<file path="config.mk">
export PLATFORM = sky130hd
export DESIGN_NAME = addr_reg_lsu
export DESIGN_NICKNAME = d
export VERILOG_FILES = /design/src/rtl/lsu_pkg.sv /design/src/rtl/lsu_ctrl.sv /design/src/rtl/lsu_datapath.sv /design/src/rtl/addr_reg_lsu.sv
export SDC_FILE = /design/constraint.sdc
export NUM_CORES = 1
export LEC_CHECK = 0
export CAP_MARGIN = 25
export CORE_MARGIN = 10
export CORE_UTILIZATION = 31
export CTS_CLUSTER_DIAMETER = 30
export DETAILED_ROUTE_END_ITERATION = 6
export DONT_BUFFER_PORTS = 1
export REMOVE_ABC_BUFFERS = 1
export SLEW_MARGIN = 20
export SYNTH_ARGS = -nofsm -noshare
export SYNTH_HDL_FRONTEND = slang
export SYNTH_SLANG_ARGS = --single-unit
export TNS_END_PERCENT = 20
</file>
<file path="constraint.sdc">
create_clock -name clk -period 5.5 [get_ports clk]
set_clock_uncertainty 0.2 [all_clocks]
set_input_delay 0.825 -clock clk [delete_from_list [all_inputs] [get_ports clk]]
set_output_delay 0.825 -clock clk [all_outputs]
set_load 0.005 [all_outputs]
</file>
<file path="src/rtl/lsu_pkg.sv">
package lsu_pkg;

  typedef enum logic [2:0] {
    OP_NOP   = 3'd0,
    OP_SETAR = 3'd1,
    OP_LDW   = 3'd2,
    OP_LDB   = 3'd3,
    OP_STW   = 3'd4,
    OP_STB   = 3'd5
  } lsu_op_e;

  // Strobes from control to datapath
  typedef struct packed {
    logic arLoad;    // copy accumulator into address register
    logic memRead;   // load request this cycle
    logic memWrite;  // store request this cycle
    logic byteOp;    // current request is a byte access
    logic retValid;  // load data returns this cycle
    logic retByte;   // returning load is a byte load
  } lsu_ctrl_t;

endpackage

</file>
<file path="src/rtl/lsu_ctrl.sv">
module lsu_ctrl
  import lsu_pkg::*;
(
  input  logic       clk,
  input  logic       rstN,
  input  logic       opValid,
  input  logic [2:0] opCode,
  output lsu_ctrl_t  ctrl
);

  lsu_op_e op;
  logic    ldPend;
  logic    ldPendByte;
  logic    isRead;
  logic    isWrite;
  logic    isByte;

  assign op = lsu_op_e'(opCode);

  always_comb begin
    isRead  = 1'b0;
    isWrite = 1'b0;
    isByte  = 1'b0;
    if (opValid) begin
      unique case (op)
        OP_LDW:  isRead = 1'b1;
        OP_LDB:  begin isRead = 1'b1;  isByte = 1'b1; end
        OP_STW:  isWrite = 1'b1;
        OP_STB:  begin isWrite = 1'b1; isByte = 1'b1; end
        default: ;
      endcase
    end
  end

  always_ff @(posedge clk) begin
    if (!rstN) begin
      ldPend     <= 1'b0;
      ldPendByte <= 1'b0;
    end else begin
      ldPend     <= isRead;
      ldPendByte <= isRead & isByte;
    end
  end

  always_comb begin
    ctrl          = '0;
    ctrl.arLoad   = opValid && (op == OP_SETAR);
    ctrl.memRead  = isRead;
    ctrl.memWrite = isWrite;
    ctrl.byteOp   = isByte;
    ctrl.retValid = ldPend;
    ctrl.retByte  = ldPendByte;
  end

endmodule

</file>
<file path="src/rtl/lsu_datapath.sv">
module lsu_datapath
  import lsu_pkg::*;
#(
  parameter int DATA_W = 32,
  parameter int ADDR_W = 32,
  parameter int DISP_W = 8
) (
  input  logic              clk,
  input  logic              rstN,
  input  lsu_ctrl_t         ctrl,
  input  logic [DISP_W-1:0] disp,
  input  logic [DATA_W-1:0] accIn,
  input  logic [DATA_W-1:0] memRdata,
  output logic [ADDR_W-1:0] memAddr,
  output logic [DATA_W-1:0] memWdata,
  output logic [DATA_W/8-1:0] memBe,
  output logic [DATA_W-1:0] ldData,
  output logic [ADDR_W-1:0] addrReg
);

  localparam int LANES  = DATA_W / 8;
  localparam int LANE_W = (LANES > 1) ? $clog2(LANES) : 1;

  logic [ADDR_W-1:0] dispExt;
  logic [ADDR_W-1:0] offset;
  logic [LANE_W-1:0] lane;
  logic [LANE_W-1:0] laneQ;
  logic [7:0]        rdBytes [LANES];
  logic [7:0]        pickByte;

  always_ff @(posedge clk) begin
    if (!rstN) begin
      addrReg <= '0;
    end else if (ctrl.arLoad) begin
      addrReg <= ADDR_W'(accIn);
    end
  end

  // Word accesses scale the displacement by the word size; byte accesses do not
  assign dispExt = {{(ADDR_W-DISP_W){disp[DISP_W-1]}}, disp};
  assign offset  = ctrl.byteOp ? dispExt : (dispExt << LANE_W);
  assign memAddr = addrReg + offset;
  assign lane    = memAddr[LANE_W-1:0];

  always_ff @(posedge clk) begin
    if (!rstN) begin
      laneQ <= '0;
    end else if (ctrl.memRead) begin
      laneQ <= lane;
    end
  end

  for (genvar g = 0; g < LANES; g++) begin : gLane
    assign memWdata[g*8 +: 8] = ctrl.byteOp ? accIn[7:0] : accIn[g*8 +: 8];
    assign memBe[g]           = ctrl.memWrite &&
                                (!ctrl.byteOp || (lane == LANE_W'(g)));
    assign rdBytes[g]         = memRdata[g*8 +: 8];
  end

  assign pickByte = rdBytes[laneQ];
  assign ldData   = ctrl.retByte ? {{(DATA_W-8){pickByte[7]}}, pickByte} : memRdata;

endmodule

</file>
<file path="src/rtl/addr_reg_lsu.sv">
module addr_reg_lsu
  import lsu_pkg::*;
#(
  parameter int DATA_W = 32,
  parameter int ADDR_W = 32,
  parameter int DISP_W = 8
) (
  input  logic                clk,
  input  logic                rstN,
  input  logic                opValid,
  input  logic [2:0]          opCode,
  input  logic [DISP_W-1:0]   disp,
  input  logic [DATA_W-1:0]   accIn,
  output logic [ADDR_W-1:0]   memAddr,
  output logic [DATA_W-1:0]   memWdata,
  output logic [DATA_W/8-1:0] memBe,
  output logic                memWe,
  output logic                memRe,
  input  logic [DATA_W-1:0]   memRdata,
  output logic                ldValid,
  output logic [DATA_W-1:0]   ldData,
  output logic [ADDR_W-1:0]   addrRegOut
);

  lsu_ctrl_t ctrl;

  lsu_ctrl u_ctrl (
    .clk     (clk),
    .rstN    (rstN),
    .opValid (opValid),
    .opCode  (opCode),
    .ctrl    (ctrl)
  );

  lsu_datapath #(
    .DATA_W (DATA_W),
    .ADDR_W (ADDR_W),
    .DISP_W (DISP_W)
  ) u_dp (
    .clk      (clk),
    .rstN     (rstN),
    .ctrl     (ctrl),
    .disp     (disp),
    .accIn    (accIn),
    .memRdata (memRdata),
    .memAddr  (memAddr),
    .memWdata (memWdata),
    .memBe    (memBe),
    .ldData   (ldData),
    .addrReg  (addrRegOut)
  );

  assign memWe   = ctrl.memWrite;
  assign memRe   = ctrl.memRead;
  assign ldValid = ctrl.retValid;

endmodule

</file>
==> impl_metrics.sql, run 1 <==
INSERT INTO impl_metrics (metric_group, metric, value, unit) VALUES
('floorplanning', 'die-area', '17800', 'um2'),
('min_path', 'hold_path.class', 'flop to flop', ''),
('clocking', 'cts-hold-fix-buffers', '0', ''),
('drt', 'via_count', '4218', ''),
('drt', 'wl_per_cell', '20.7', 'um'),
('synthesis', 'syn_avg_cell_area', '6.43', 'um2'),
('floorplanning', 'core_outline_area', '12600', 'um2'),
('clocking', 'max-clock-path-buffers', '2', ''),
('timing', 'timing_worst_slew_pin_value', '955', 'ps'),
('worst_setup_path', 'critical_path_arrival', '3770', 'ps'),
('layout', 'layout.cells.most_common_list', '170 x nand2_1, 50 x nor2_1, 47 x a21oi_1', ''),
('synthesis', 'synthArstFlopShare', '0', ''),
('min_path', 'origin_of_the_worst_min_delay_path', 'u_dp.addrReg[30]', ''),
('layout', 'mostFrequentLayoutCell', 'nand2_1', ''),
('power_and_ir_drop', 'cellPowerDensity', '183', 'nW/um2'),
('grt', 'grt.overflow.total', '0', ''),
('clocking', 'root_buffer', 'clkbuf_16', ''),
('timing', 'slew_viol_final', '0', ''),
('worst_setup_path', 'cp.required', '4470', 'ps'),
('worst_setup_path', 'critical_path.slowest_cell', 'or4_4', ''),
('clocking', 'clkSlewWorstSetupHoldPaths', '60', 'ps'),
('synthesis', 'synth-seq-cells', '36', ''),
('worst_setup_path', 'crit_path_cell_trace', 'xor2_1 > nand3_1 > buf_4 > nand2_1 > nand2_1 > ha_1 > nand3_1 > or2_1 > or4_4 > a31o_4 > o41ai_2 > xnor2_1', ''),
('synthesis', 'yosys.cell_types.count', '50', ''),
('drt', 'route.detailed.drc', '0', ''),
('worst_setup_path', 'worst-setup-path-type', 'input port to output pin', ''),
('timing', 'grt_setup_unrepaired', 'no', ''),
('grt', 'first_pass_grt_wire_length', '24300', 'um'),
('clocking', 'clock_latency', '280', 'ps'),
('drt', 'drt-total-wl', '15900', 'um'),
('placed_design', 'place.gp.congestion', '0.884', ''),
('clocking', 'post_cts_resize_count', '0', ''),
('drt', 'drt_pass1_iterations', '5', ''),
('grt', 'groute.usage.overall', '0.167', ''),
('floorplanning', 'die_width', '134', 'um'),
('layout', 'diodes', '0', ''),
('floorplanning', 'die_y', '134', 'um'),
('timing', 'achievable-frequency', '209', 'MHz'),
('power_and_ir_drop', 'total_power', '0.773', 'mW'),
('placed_design', 'buffer_ports.inserted', '0', ''),
('worst_setup_path', 'origin_of_the_critical_flop_to_flop_path', 'u_dp.addrReg[0]', ''),
('synthesis', 'mappedNetlistArea', '4000', 'um2'),
('drt', 'vias_per_cell', '5.51', ''),
('clocking', 'h-tree-depth', '2', ''),
('clocking', 'cts_sinks', '36', ''),
('layout', 'area_growth_from_synthesis_to_layout', '5.70', '%'),
('power_and_ir_drop', 'total_leakage_power', '1.90', 'nW'),
('flow_run', 'drv.max_cap_violation_count', '0', ''),
('worst_setup_path', 'setup.worst_path.start_class', 'input port', ''),
('synthesis', 'synth-seq-area-share', '0.180', ''),
('timing', 'rel_slew_slack', '0.362', ''),
('timing', 'layout_min_cycle_time', '4790', 'ps'),
('floorplanning', 'floorplan.initialDensity', '0.317', ''),
('placed_design', 'dp_hpwl', '12900', 'um'),
('floorplanning', 'rows', '41', ''),
('synthesis', 'netlist_instances', '621', ''),
('timing', 'hold_violations', '0', ''),
('grt', 'number_of_global_route_vias_before_repair', '4135', ''),
('run_status', 'run_status', 'finished clean', ''),
('drt', 'drt-initial-drc-count', '363', ''),
('layout', 'final_net_count', '704', ''),
('timing', 'portion_of_the_clock_cycle_consumed_by_the_worst_path_in_the_final_layout', '0.871', ''),
('power_and_ir_drop', 'worst_ir_drop_vdd', '103', 'uV'),
('timing', 'final-setup-viol-count', '0', ''),
('grt', 'grt_start_max_net_pins', '42', ''),
('drt', 'antenna_left', '0', ''),
('grt', 'grt_antenna_before_repair', '0', ''),
('clocking', 'clock_tree_from_tritoncts', 'done', ''),
('layout', 'fill_cells', '1412', ''),
('clocking', 'setup_repair_bufs_after_cts', '0', ''),
('worst_setup_path', 'worst_setup_path_end_kind', 'output pin', '');
[cells by family (layout without fill, tap and decap cells)]
kind of cell / count (synthesis) / count (layout) / synth area share
and+or+nand+nor: 261 / 261 / 0.269
AOI/OAI and AO/OA: 176 / 176 / 0.278
buffers and inverters: 78 / 51 / 0.0811
DFF: 36 / 36 / 0.180
adders and majority gates: 33 / 33 / 0.105
xor gates and xnor gates: 32 / 32 / 0.0702
muxes: 5 / 5 / 0.0157
[layer usage]
layer,track usage,wire length (um),share of wire
met1,0.197,6440,0.41
met2,0.291,7890,0.50
met3,0.0436,1250,0.079
met4,0.0417,285,0.018
met5,0,0,0
[worst max-delay path: cells and delay by family]
| kind | cells | cell delay, ps |
|---|---|---|
| AO/OA/AOI/OAI | 2 | 500 |
| XOR/XNOR | 2 | 370 |
| adder cells (fa/ha/maj) | 1 | 370 |
| buffers and inverters | 1 | 310 |
| AND/OR/NAND/NOR | 6 | 1370 |
[final cells by class]
type	instances	area share
multi-input combinational	507	0.700
sequential	36	0.171
tap	172	0.0510
clock buffer	8	0.0347
inverter	37	0.0329
timing repair buffer	6	0.0107
[metrics by stage]
stage / instances / area, um2 / worst slack (ps) / util
after floorplan: 580 / 3810 / 655 / -
after global placement: 758 / 4080 / 771 / 0.323
after detailed placement: 758 / 4080 / 679 / 0.323
after CTS: 766 / 4220 / 669 / 0.335
after global routing: 766 / 4220 / 406 / 0.335
final: 766 / 4220 / 709 / 0.335
[sequential cells by signal, summed over array words and instances (netlist names)]
name and flops:
u_dp.addrReg 32, u_dp.laneQ 2, u_ctrl.ldPend 1, u_ctrl.ldPendByte 1
[power by group]
group / internal, mW / switching, mW
logic: 0.0715 / 0.127
clock network: 0.181 / 0.117
registers: 0.266 / 0.0102
[worst paths after layout]
kind                                    endpoint  slack, ps  cells past startpoint
worst max-delay path                 memAddr[31]        710                     12
worst min-delay path            u_dp.addrReg[30]        310                      2
worst max register to register     u_dp.laneQ[1]       3730                      5
worst min register to register  u_dp.addrReg[30]        310                      2
[Yosys cell counts, drive strengths merged (2+ instances only)]
| cell type | number | area share |
|---|---|---|
| mux2i | 4 | 0.010 |
| clkbuf | 32 | 0.030 |
| o21ai | 44 | 0.055 |
| o22ai | 8 | 0.013 |
| inv | 37 | 0.035 |
| nor3 | 3 | 0.0038 |
| nor2 | 50 | 0.047 |
| o21bai | 7 | 0.013 |
| xor2 | 10 | 0.022 |
| nor2b | 7 | 0.011 |
| xnor2 | 22 | 0.048 |
| o2111ai | 3 | 0.0066 |
| ha | 32 | 0.10 |
| buf | 9 | 0.016 |
| o21a | 2 | 0.0038 |
| o211ai | 2 | 0.0038 |
| o41ai | 3 | 0.0085 |
| dfxtp | 36 | 0.18 |
| a21o | 6 | 0.012 |
| nand2 | 171 | 0.16 |
| nand4 | 7 | 0.011 |
| a211o | 2 | 0.0044 |
| a21boi | 32 | 0.060 |
| a21oi | 47 | 0.059 |
| nand2b | 2 | 0.0031 |
| and2 | 3 | 0.0047 |
| nand3 | 11 | 0.014 |
| a211oi | 3 | 0.0056 |
| a31oi | 10 | 0.016 |
No activity file was read; power rests on OpenSTA's default activity.
==> run 2: changes to the inputs <==
==> constraint.sdc (replaced) <==
create_clock -name clk -period 5.5 [get_ports clk]
set_clock_uncertainty 0.2 [all_clocks]
set_input_delay 1.1 -clock clk [delete_from_list [all_inputs] [get_ports clk]]
set_output_delay 1.1 -clock clk [all_outputs]
set_load 0.005 [all_outputs]
==> impl_metrics.sql, run 2 (synthesis results as in run 1) <==
INSERT INTO impl_metrics (metric_group, metric, value, unit) VALUES
('grt', 'first_pass_grt_wire_length', '23700', 'um'),
('drt', 'via_count', '4281', ''),
('timing', 'achievable-frequency', '189', 'MHz'),
('clocking', 'number_of_buffers_added_by_the_clock_tree_synthesis_step', '5', ''),
('placed_design', 'buffer_ports.inserted', '0', ''),
('layout', 'largestRegisters', 'u_dp.addrReg (32), u_dp.laneQ (2)', ''),
('power_and_ir_drop', 'worst_ir_drop_vdd', '89.0', 'uV'),
('clocking', 'clock_tree_from_tritoncts', 'done', ''),
('layout', 'diodes', '0', ''),
('drt', 'antenna_left', '0', ''),
('floorplanning', 'rows', '41', ''),
('grt', 'grt.overflow.total', '0', ''),
('min_path', 'hold_path.class', 'flop to flop', ''),
('timing', 'layout_min_cycle_time', '5290', 'ps'),
('layout', 'layout.cells.most_common_list', '170 x nand2_1, 50 x nor2_1, 47 x a21oi_1', ''),
('timing', 'worst_slack', '208', 'ps'),
('drt', 'vias_per_cell', '5.57', ''),
('power_and_ir_drop', 'power_switching', '0.250', 'mW'),
('worst_setup_path', 'critical_path_peak_fanout', '19', ''),
('floorplanning', 'io-pin-count', '213', ''),
('clocking', 'cts_sinks', '36', ''),
('drt', 'wl_per_cell', '20.5', 'um'),
('layout', 'registers.top_by_ff_count', 'u_dp.addrReg', ''),
('floorplanning', 'die-area', '17800', 'um2'),
('worst_setup_path', 'cp.required', '4200', 'ps'),
('drt', 'drt-total-wl', '15800', 'um'),
('clocking', 'root_buffer', 'clkbuf_16', ''),
('floorplanning', 'core_outline_area', '12600', 'um2'),
('grt', 'groute.usage.overall', '0.164', ''),
('clocking', 'h-tree-depth', '2', ''),
('clocking', 'max-clock-path-buffers', '2', ''),
('clocking', 'cts-hold-fix-buffers', '0', ''),
('layout', 'mostFrequentLayoutCell', 'nand2_1', ''),
('power_and_ir_drop', 'total_power', '0.780', 'mW'),
('drt', 'route.detailed.drc', '0', ''),
('power_and_ir_drop', 'power_switching_share', '0.320', ''),
('clocking', 'setup_repair_bufs_after_cts', '0', ''),
('layout', 'post-route-cell-area', '4260', 'um2'),
('floorplanning', 'floorplan.initialDensity', '0.317', ''),
('drt', 'drt-initial-drc-count', '410', ''),
('power_and_ir_drop', 'cellPowerDensity', '183', 'nW/um2'),
('placed_design', 'pre_cts_ws', '225', 'ps'),
('timing', 'whs', '310', 'ps'),
('layout', 'fill_cells', '1403', ''),
('power_and_ir_drop', 'seq_power_share', '0.355', ''),
('worst_setup_path', 'worst_setup_path_end_kind', 'output pin', ''),
('drt', 'drt_pass1_iterations', '5', ''),
('worst_setup_path', 'setup.worst_path.start_class', 'input port', ''),
('floorplanning', 'die_width', '134', 'um'),
('timing', 'hold_violations', '0', ''),
('power_and_ir_drop', 'total_leakage_power', '1.92', 'nW'),
('power_and_ir_drop', 'share_comb_of_total_power', '0.259', ''),
('grt', 'grt_start_max_net_pins', '42', ''),
('run_status', 'run_status', 'finished clean', ''),
('layout', 'final_net_count', '707', ''),
('timing', 'timing.setup.tns', '0', 'ps'),
('grt', 'number_of_global_route_vias_before_repair', '4049', ''),
('layout', 'largest_reg_flops', '32', ''),
('flow_run', 'drv.max_cap_violation_count', '0', ''),
('layout', 'post_route_cells_drive_above_1_share', '0.0436', ''),
('clocking', 'clkSlewWorstSetupHoldPaths', '60', 'ps'),
('timing', 'slew_viol_final', '0', ''),
('floorplanning', 'die_y', '134', 'um'),
('placed_design', 'place.gp.congestion', '0.872', ''),
('clocking', 'clock_latency', '280', 'ps'),
('worst_setup_path', 'critical_path_arrival', '3990', 'ps'),
('placed_design', 'post_dp_cell_area', '4100', 'um2'),
('layout', 'area_growth_from_synthesis_to_layout', '6.55', '%'),
('power_and_ir_drop', 'power.clock.fraction', '0.387', ''),
('grt', 'grt_antenna_before_repair', '0', ''),
('worst_setup_path', 'worst-setup-path-type', 'input port to output pin', ''),
('timing', 'timing_worst_slew_pin_value', '941', 'ps'),
('timing', 'portion_of_the_clock_cycle_consumed_by_the_worst_path_in_the_final_layout', '0.962', ''),
('placed_design', 'dp_hpwl', '12900', 'um'),
('timing', 'final-setup-viol-count', '0', ''),
('timing', 'rel_slew_slack', '0.372', ''),
('timing', 'grt_setup_unrepaired', 'no', ''),
('power_and_ir_drop', 'internal-power', '0.530', 'mW');
run 2: cell count changes in the layout (fill, tap and decap cells not counted), sizes merged:
| cell | delta |
|---|---|
| buf | +3 |
| clkbuf | -1 |
run 2: power groups by stage:
stage               clock (mW)  sequential [mW]  combinational [mW]
global placement             0            0.282               0.198
floorplan                    0            0.279               0.150
CTS                      0.311            0.277               0.202
detailed placement           0            0.283               0.202
global route             0.317            0.278               0.225
finish                   0.301            0.277               0.202
run 2: through the flow:
stage	utilization	cells
global placement	0.325	761
finish	0.337	768
CTS	0.337	768
detailed placement	0.325	761
floorplan	-	580
global route	0.337	768
run 2: what timing repair did:
action / in CTS / in global routing
resized for setup: 0 / 1
setup endpoints to repair: 0 / 2
endpoints found under the hold margin: 0 / 0
run 2: final timing paths:
check	cells past startpoint	startpoint	slack, ps	to
setup / recovery	12	opCode[1]	210	memAddr[30]
hold / removal	2	u_dp.addrReg[22]	310	u_dp.addrReg[22]
setup reg to reg	5	u_dp.addrReg[0]	3730	u_dp.laneQ[1]
hold reg to reg	2	u_dp.addrReg[22]	310	u_dp.addrReg[22]
run 2: critical path, cell delays in order:
cell and delay [ps]:
xor2_1 180, nor2b_1 190, buf_4 260, nand2_1 120, fa_1 450, nor2b_1 170
o2111ai_1 210, a311o_2 460, and3_1 240, o2bb2ai_1 260, mux2i_1 220, nand3_1 130
run 2: layout make-up:
| type | count | area [um2] | area share |
|---|---|---|---|
| Inverter | 37 | 139 | 0.0326 |
| Timing Repair Buffer | 9 | 67.6 | 0.0159 |
| Tap cell | 172 | 215 | 0.0506 |
| Sequential cell | 36 | 722 | 0.170 |
| Multi-Input combinational cell | 507 | 2960 | 0.695 |
| Clock buffer | 7 | 153 | 0.0359 |
run 2: layer usage:
metal | vias to the layer above | track usage | routed length [um]
met4 | 0 | 0.0375 | 233
met2 | 186 | 0.287 | 7880
li1 | 2057 | - | -
met3 | 18 | 0.0432 | 1440
met1 | 2020 | 0.194 | 6200
met5 | - | 0 | 0
==> run 3: changes to the inputs <==
ABC_CLOCK_PERIOD_IN_PS = 5500   (was unset)
SYNTH_HIERARCHICAL = 1   (was unset)
==> impl_metrics.sql, run 3 <==
INSERT INTO impl_metrics (metric_group, metric, value, unit) VALUES
('layout', 'area_growth_from_synthesis_to_layout', '6.26', '%'),
('min_path', 'hold_path.class', 'flop to flop', ''),
('timing', 'timing.setup.tns', '0', 'ps'),
('drt', 'drt-initial-drc-count', '285', ''),
('floorplanning', 'die-area', '18100', 'um2'),
('synthesis', 'synth-seq-area-share', '0.178', ''),
('synthesis', 'synth.area.top_cells', 'dfxtp_1 18%, ha_1 9.6%, o21ai_0 8.6%', ''),
('drt', 'drt-total-wl', '16200', 'um'),
('clocking', 'h-tree-depth', '2', ''),
('layout', 'largestRegisters', 'u_dp/addrReg (32), u_dp/laneQ (2)', ''),
('worst_setup_path', 'worst-setup-path-type', 'input port to output pin', ''),
('timing', 'whs', '368', 'ps'),
('placed_design', 'buffer_ports.inserted', '0', ''),
('floorplanning', 'core_outline_area', '12700', 'um2'),
('worst_setup_path', 'crit_path_cell_trace', 'xor2_1 > and3_2 > buf_12 > mux2_2 > ha_1 > o21ai_0 > a21oi_1 > a21oi_1 > buf_4 > o21ai_2 > a31oi_1 > o31ai_1 > xor2_1', ''),
('placed_design', 'pre_cts_ws', '78.3', 'ps'),
('timing', 'rel_slew_slack', '0.365', ''),
('timing', 'worst_slack', '227', 'ps'),
('drt', 'vias_per_cell', '5.47', ''),
('clocking', 'cts-hold-fix-buffers', '0', ''),
('clocking', 'number_of_buffers_added_by_the_clock_tree_synthesis_step', '5', ''),
('timing', 'slew_viol_final', '0', ''),
('timing', 'timing_worst_slew_pin_value', '952', 'ps'),
('layout', 'final_net_count', '659', ''),
('worst_setup_path', 'cp_slowest_stage_delay', '350', 'ps'),
('worst_setup_path', 'critical_path.slowest_cell', 'mux2_2', ''),
('worst_setup_path', 'critical_path_peak_fanout', '37', ''),
('worst_setup_path', 'cp.required', '4200', 'ps'),
('clocking', 'clkSlewWorstSetupHoldPaths', '60', 'ps'),
('drt', 'antenna_left', '0', ''),
('grt', 'grt_start_max_net_pins', '42', ''),
('timing', 'achievable-frequency', '190', 'MHz'),
('synthesis', 'synth_commonest_cells', '70 x o21ai_0, 62 x inv_1, 44 x nand2_1', ''),
('placed_design', 'dp_hpwl', '13500', 'um'),
('power_and_ir_drop', 'worst_ir_drop_vdd', '157', 'uV'),
('worst_setup_path', 'origin_of_the_critical_flop_to_flop_path', 'u_dp/addrReg[0]', ''),
('worst_setup_path', 'critical_path.n_buffers_inverters', '2', ''),
('synthesis', 'number_of_synthesized_flops_with_an_enable_pin', '0', ''),
('layout', 'fill_cells', '1394', ''),
('clocking', 'root_buffer', 'clkbuf_16', ''),
('synthesis', 'synth.top_cell.area_share', '0.178', ''),
('synthesis', 'yosys.cell_types.count', '56', ''),
('grt', 'first_pass_grt_wire_length', '24000', 'um'),
('placed_design', 'placedCellCount', '714', ''),
('layout', 'finalNonFillerCells', '723', ''),
('grt', 'groute.usage.overall', '0.168', ''),
('synthesis', 'ys_warn_count', '6', ''),
('synthesis', 'synth-seq-cells', '36', ''),
('worst_setup_path', 'critical_path.reg2reg.endpoint', 'u_dp/laneQ[1]', ''),
('floorplanning', 'die_y', '134', 'um'),
('floorplanning', 'rows', '41', ''),
('floorplanning', 'die_width', '134', 'um'),
('worst_setup_path', 'critical_path_arrival', '3970', 'ps'),
('clocking', 'clock_tree_from_tritoncts', 'done', ''),
('power_and_ir_drop', 'cellPowerDensity', '178', 'nW/um2'),
('floorplanning', 'floorplan.initialDensity', '0.319', ''),
('synthesis', 'synth_top_flop_cell', 'dfxtp_1', ''),
('timing', 'layout_min_cycle_time', '5270', 'ps'),
('power_and_ir_drop', 'total_leakage_power', '1.84', 'nW'),
('drt', 'drt_pass1_iterations', '5', ''),
('synthesis', 'netlist_instances', '573', ''),
('layout', 'mostFrequentLayoutCell', 'o21ai_0', ''),
('worst_setup_path', 'crit_family', 'compound AO/OA/AOI/OAI gates', ''),
('grt', 'grt_antenna_before_repair', '0', ''),
('synthesis', 'yosysMostFrequentCell', 'o21ai_0', ''),
('layout', 'registers.top_by_ff_count', 'u_dp/addrReg', ''),
('clocking', 'clock_latency', '270', 'ps'),
('drt', 'route.detailed.drc', '0', ''),
('timing', 'portion_of_the_clock_cycle_consumed_by_the_worst_path_in_the_final_layout', '0.959', ''),
('worst_setup_path', 'critical_path_depth', '13', ''),
('drt', 'via_count', '3957', ''),
('min_path', 'origin_of_the_worst_min_delay_path', 'u_dp/addrReg[27]', ''),
('layout', 'largest_reg_flops', '32', ''),
('layout', 'layout.cells.most_common_list', '70 x o21ai_0, 62 x inv_1, 44 x nand2_1', ''),
('clocking', 'cts_sinks', '36', ''),
('min_path', 'hold_path_depth', '2', ''),
('drt', 'wl_per_cell', '22.4', 'um'),
('layout', 'post_route_cells_drive_above_1_share', '0.0564', ''),
('synthesis', 'mappedNetlistArea', '4060', 'um2'),
('clocking', 'setup_repair_bufs_after_cts', '0', ''),
('placed_design', 'place.gp.congestion', '0.877', ''),
('worst_setup_path', 'setup.worst_path.start_class', 'input port', ''),
('flow_run', 'drv.max_cap_violation_count', '0', ''),
('timing', 'grt_setup_unrepaired', 'no', ''),
('synthesis', 'syn_avg_cell_area', '7.08', 'um2'),
('worst_setup_path', 'r2r_slack', '3740', 'ps'),
('grt', 'grt.overflow.total', '0', ''),
('timing', 'hold_violations', '0', ''),
('clocking', 'max-clock-path-buffers', '2', ''),
('grt', 'number_of_global_route_vias_before_repair', '3840', ''),
('timing', 'final-setup-viol-count', '0', ''),
('worst_setup_path', 'worst_r2r_path_depth', '5', ''),
('synthesis', 'synthArstFlopShare', '0', ''),
('min_path', 'min_to', 'u_dp/addrReg[27]', ''),
('worst_setup_path', 'worst_setup_path_end_kind', 'output pin', ''),
('run_status', 'run_status', 'finished clean', ''),
('synthesis', 'synth_largest_area_cell', 'dfxtp_1', ''),
('floorplanning', 'io-pin-count', '213', '');
[run 3: worst max-delay path by stage]
stage / start / endpoint / slack [ps]
floorplan: opCode[2] / memAddr[26] / 20
global placement: opCode[2] / memAddr[29] / 180
detailed placement: opCode[2] / memAddr[29] / 80
CTS: opCode[2] / memAddr[29] / 70
global route: opCode[2] / memAddr[26] / 60
finish: opCode[2] / memAddr[29] / 230
[run 3: metrics by stage]
step,instance area [um2],utilization,power [mW]
2_1_floorplan,3860,-,0.425
3_3_place_gp,4150,0.326,0.480
3_5_place_dp,4150,0.326,0.482
4_1_cts,4300,0.338,0.779
5_1_grt,4310,0.339,0.813
6_report,4310,0.339,0.767
[run 3: cell type report]
cell class,instances,area [um2],share of cell area
Multi-Input combinational cell,434,2910,0.675
Sequential cell,36,721,0.167
Inverter,63,236,0.0549
Tap cell,172,215,0.0499
Clock buffer,8,146,0.0340
Timing Repair Buffer,9,80.1,0.0186
Antenna cell,1,2.50,0.000581
[run 3: worst min-delay path, delay by kind of cell, from the launching register on]
family | cells | cell delay, ps
AND/OR/NAND/NOR | 1 | 50
flip-flops | 1 | 340
multiplexers | 1 | 130
[run 3: routing by layer]
| layer | wire (um) | global-route usage |
|---|---|---|
| met1 | 6390 | 0.192 |
| met2 | 7740 | 0.290 |
| met3 | 1860 | 0.0717 |
| met4 | 168 | 0.0248 |
| met5 | 0 | 0 |
[run 3: where the power goes]
group,total [mW],leakage (nW),switching (mW),internal (mW)
combinational,0.199,1.48,0.124,0.0747
clock,0.292,0.0712,0.111,0.181
sequential,0.276,0.291,0.00914,0.267
total,0.767,1.84,0.244,0.522
[run 3: cells by family after synthesis]
family                     count (synthesis)  share of synthesized area
adders and majority gates                 32                      0.101
xor gates and xnor gates                  31                     0.0669
buffers and inverters                    103                      0.108
and+or+nand+nor                          159                      0.199
AOI/OAI and AO/OA                        172                      0.245
DFF                                       36                      0.178
muxes                                     40                      0.103
[run 3: repair_timing]
| action | in CTS | in global routing |
|---|---|---|
| resized for setup | 0 | 3 |
| endpoints found under the hold margin | 0 | 0 |
| setup endpoints to repair | 0 | 6 |
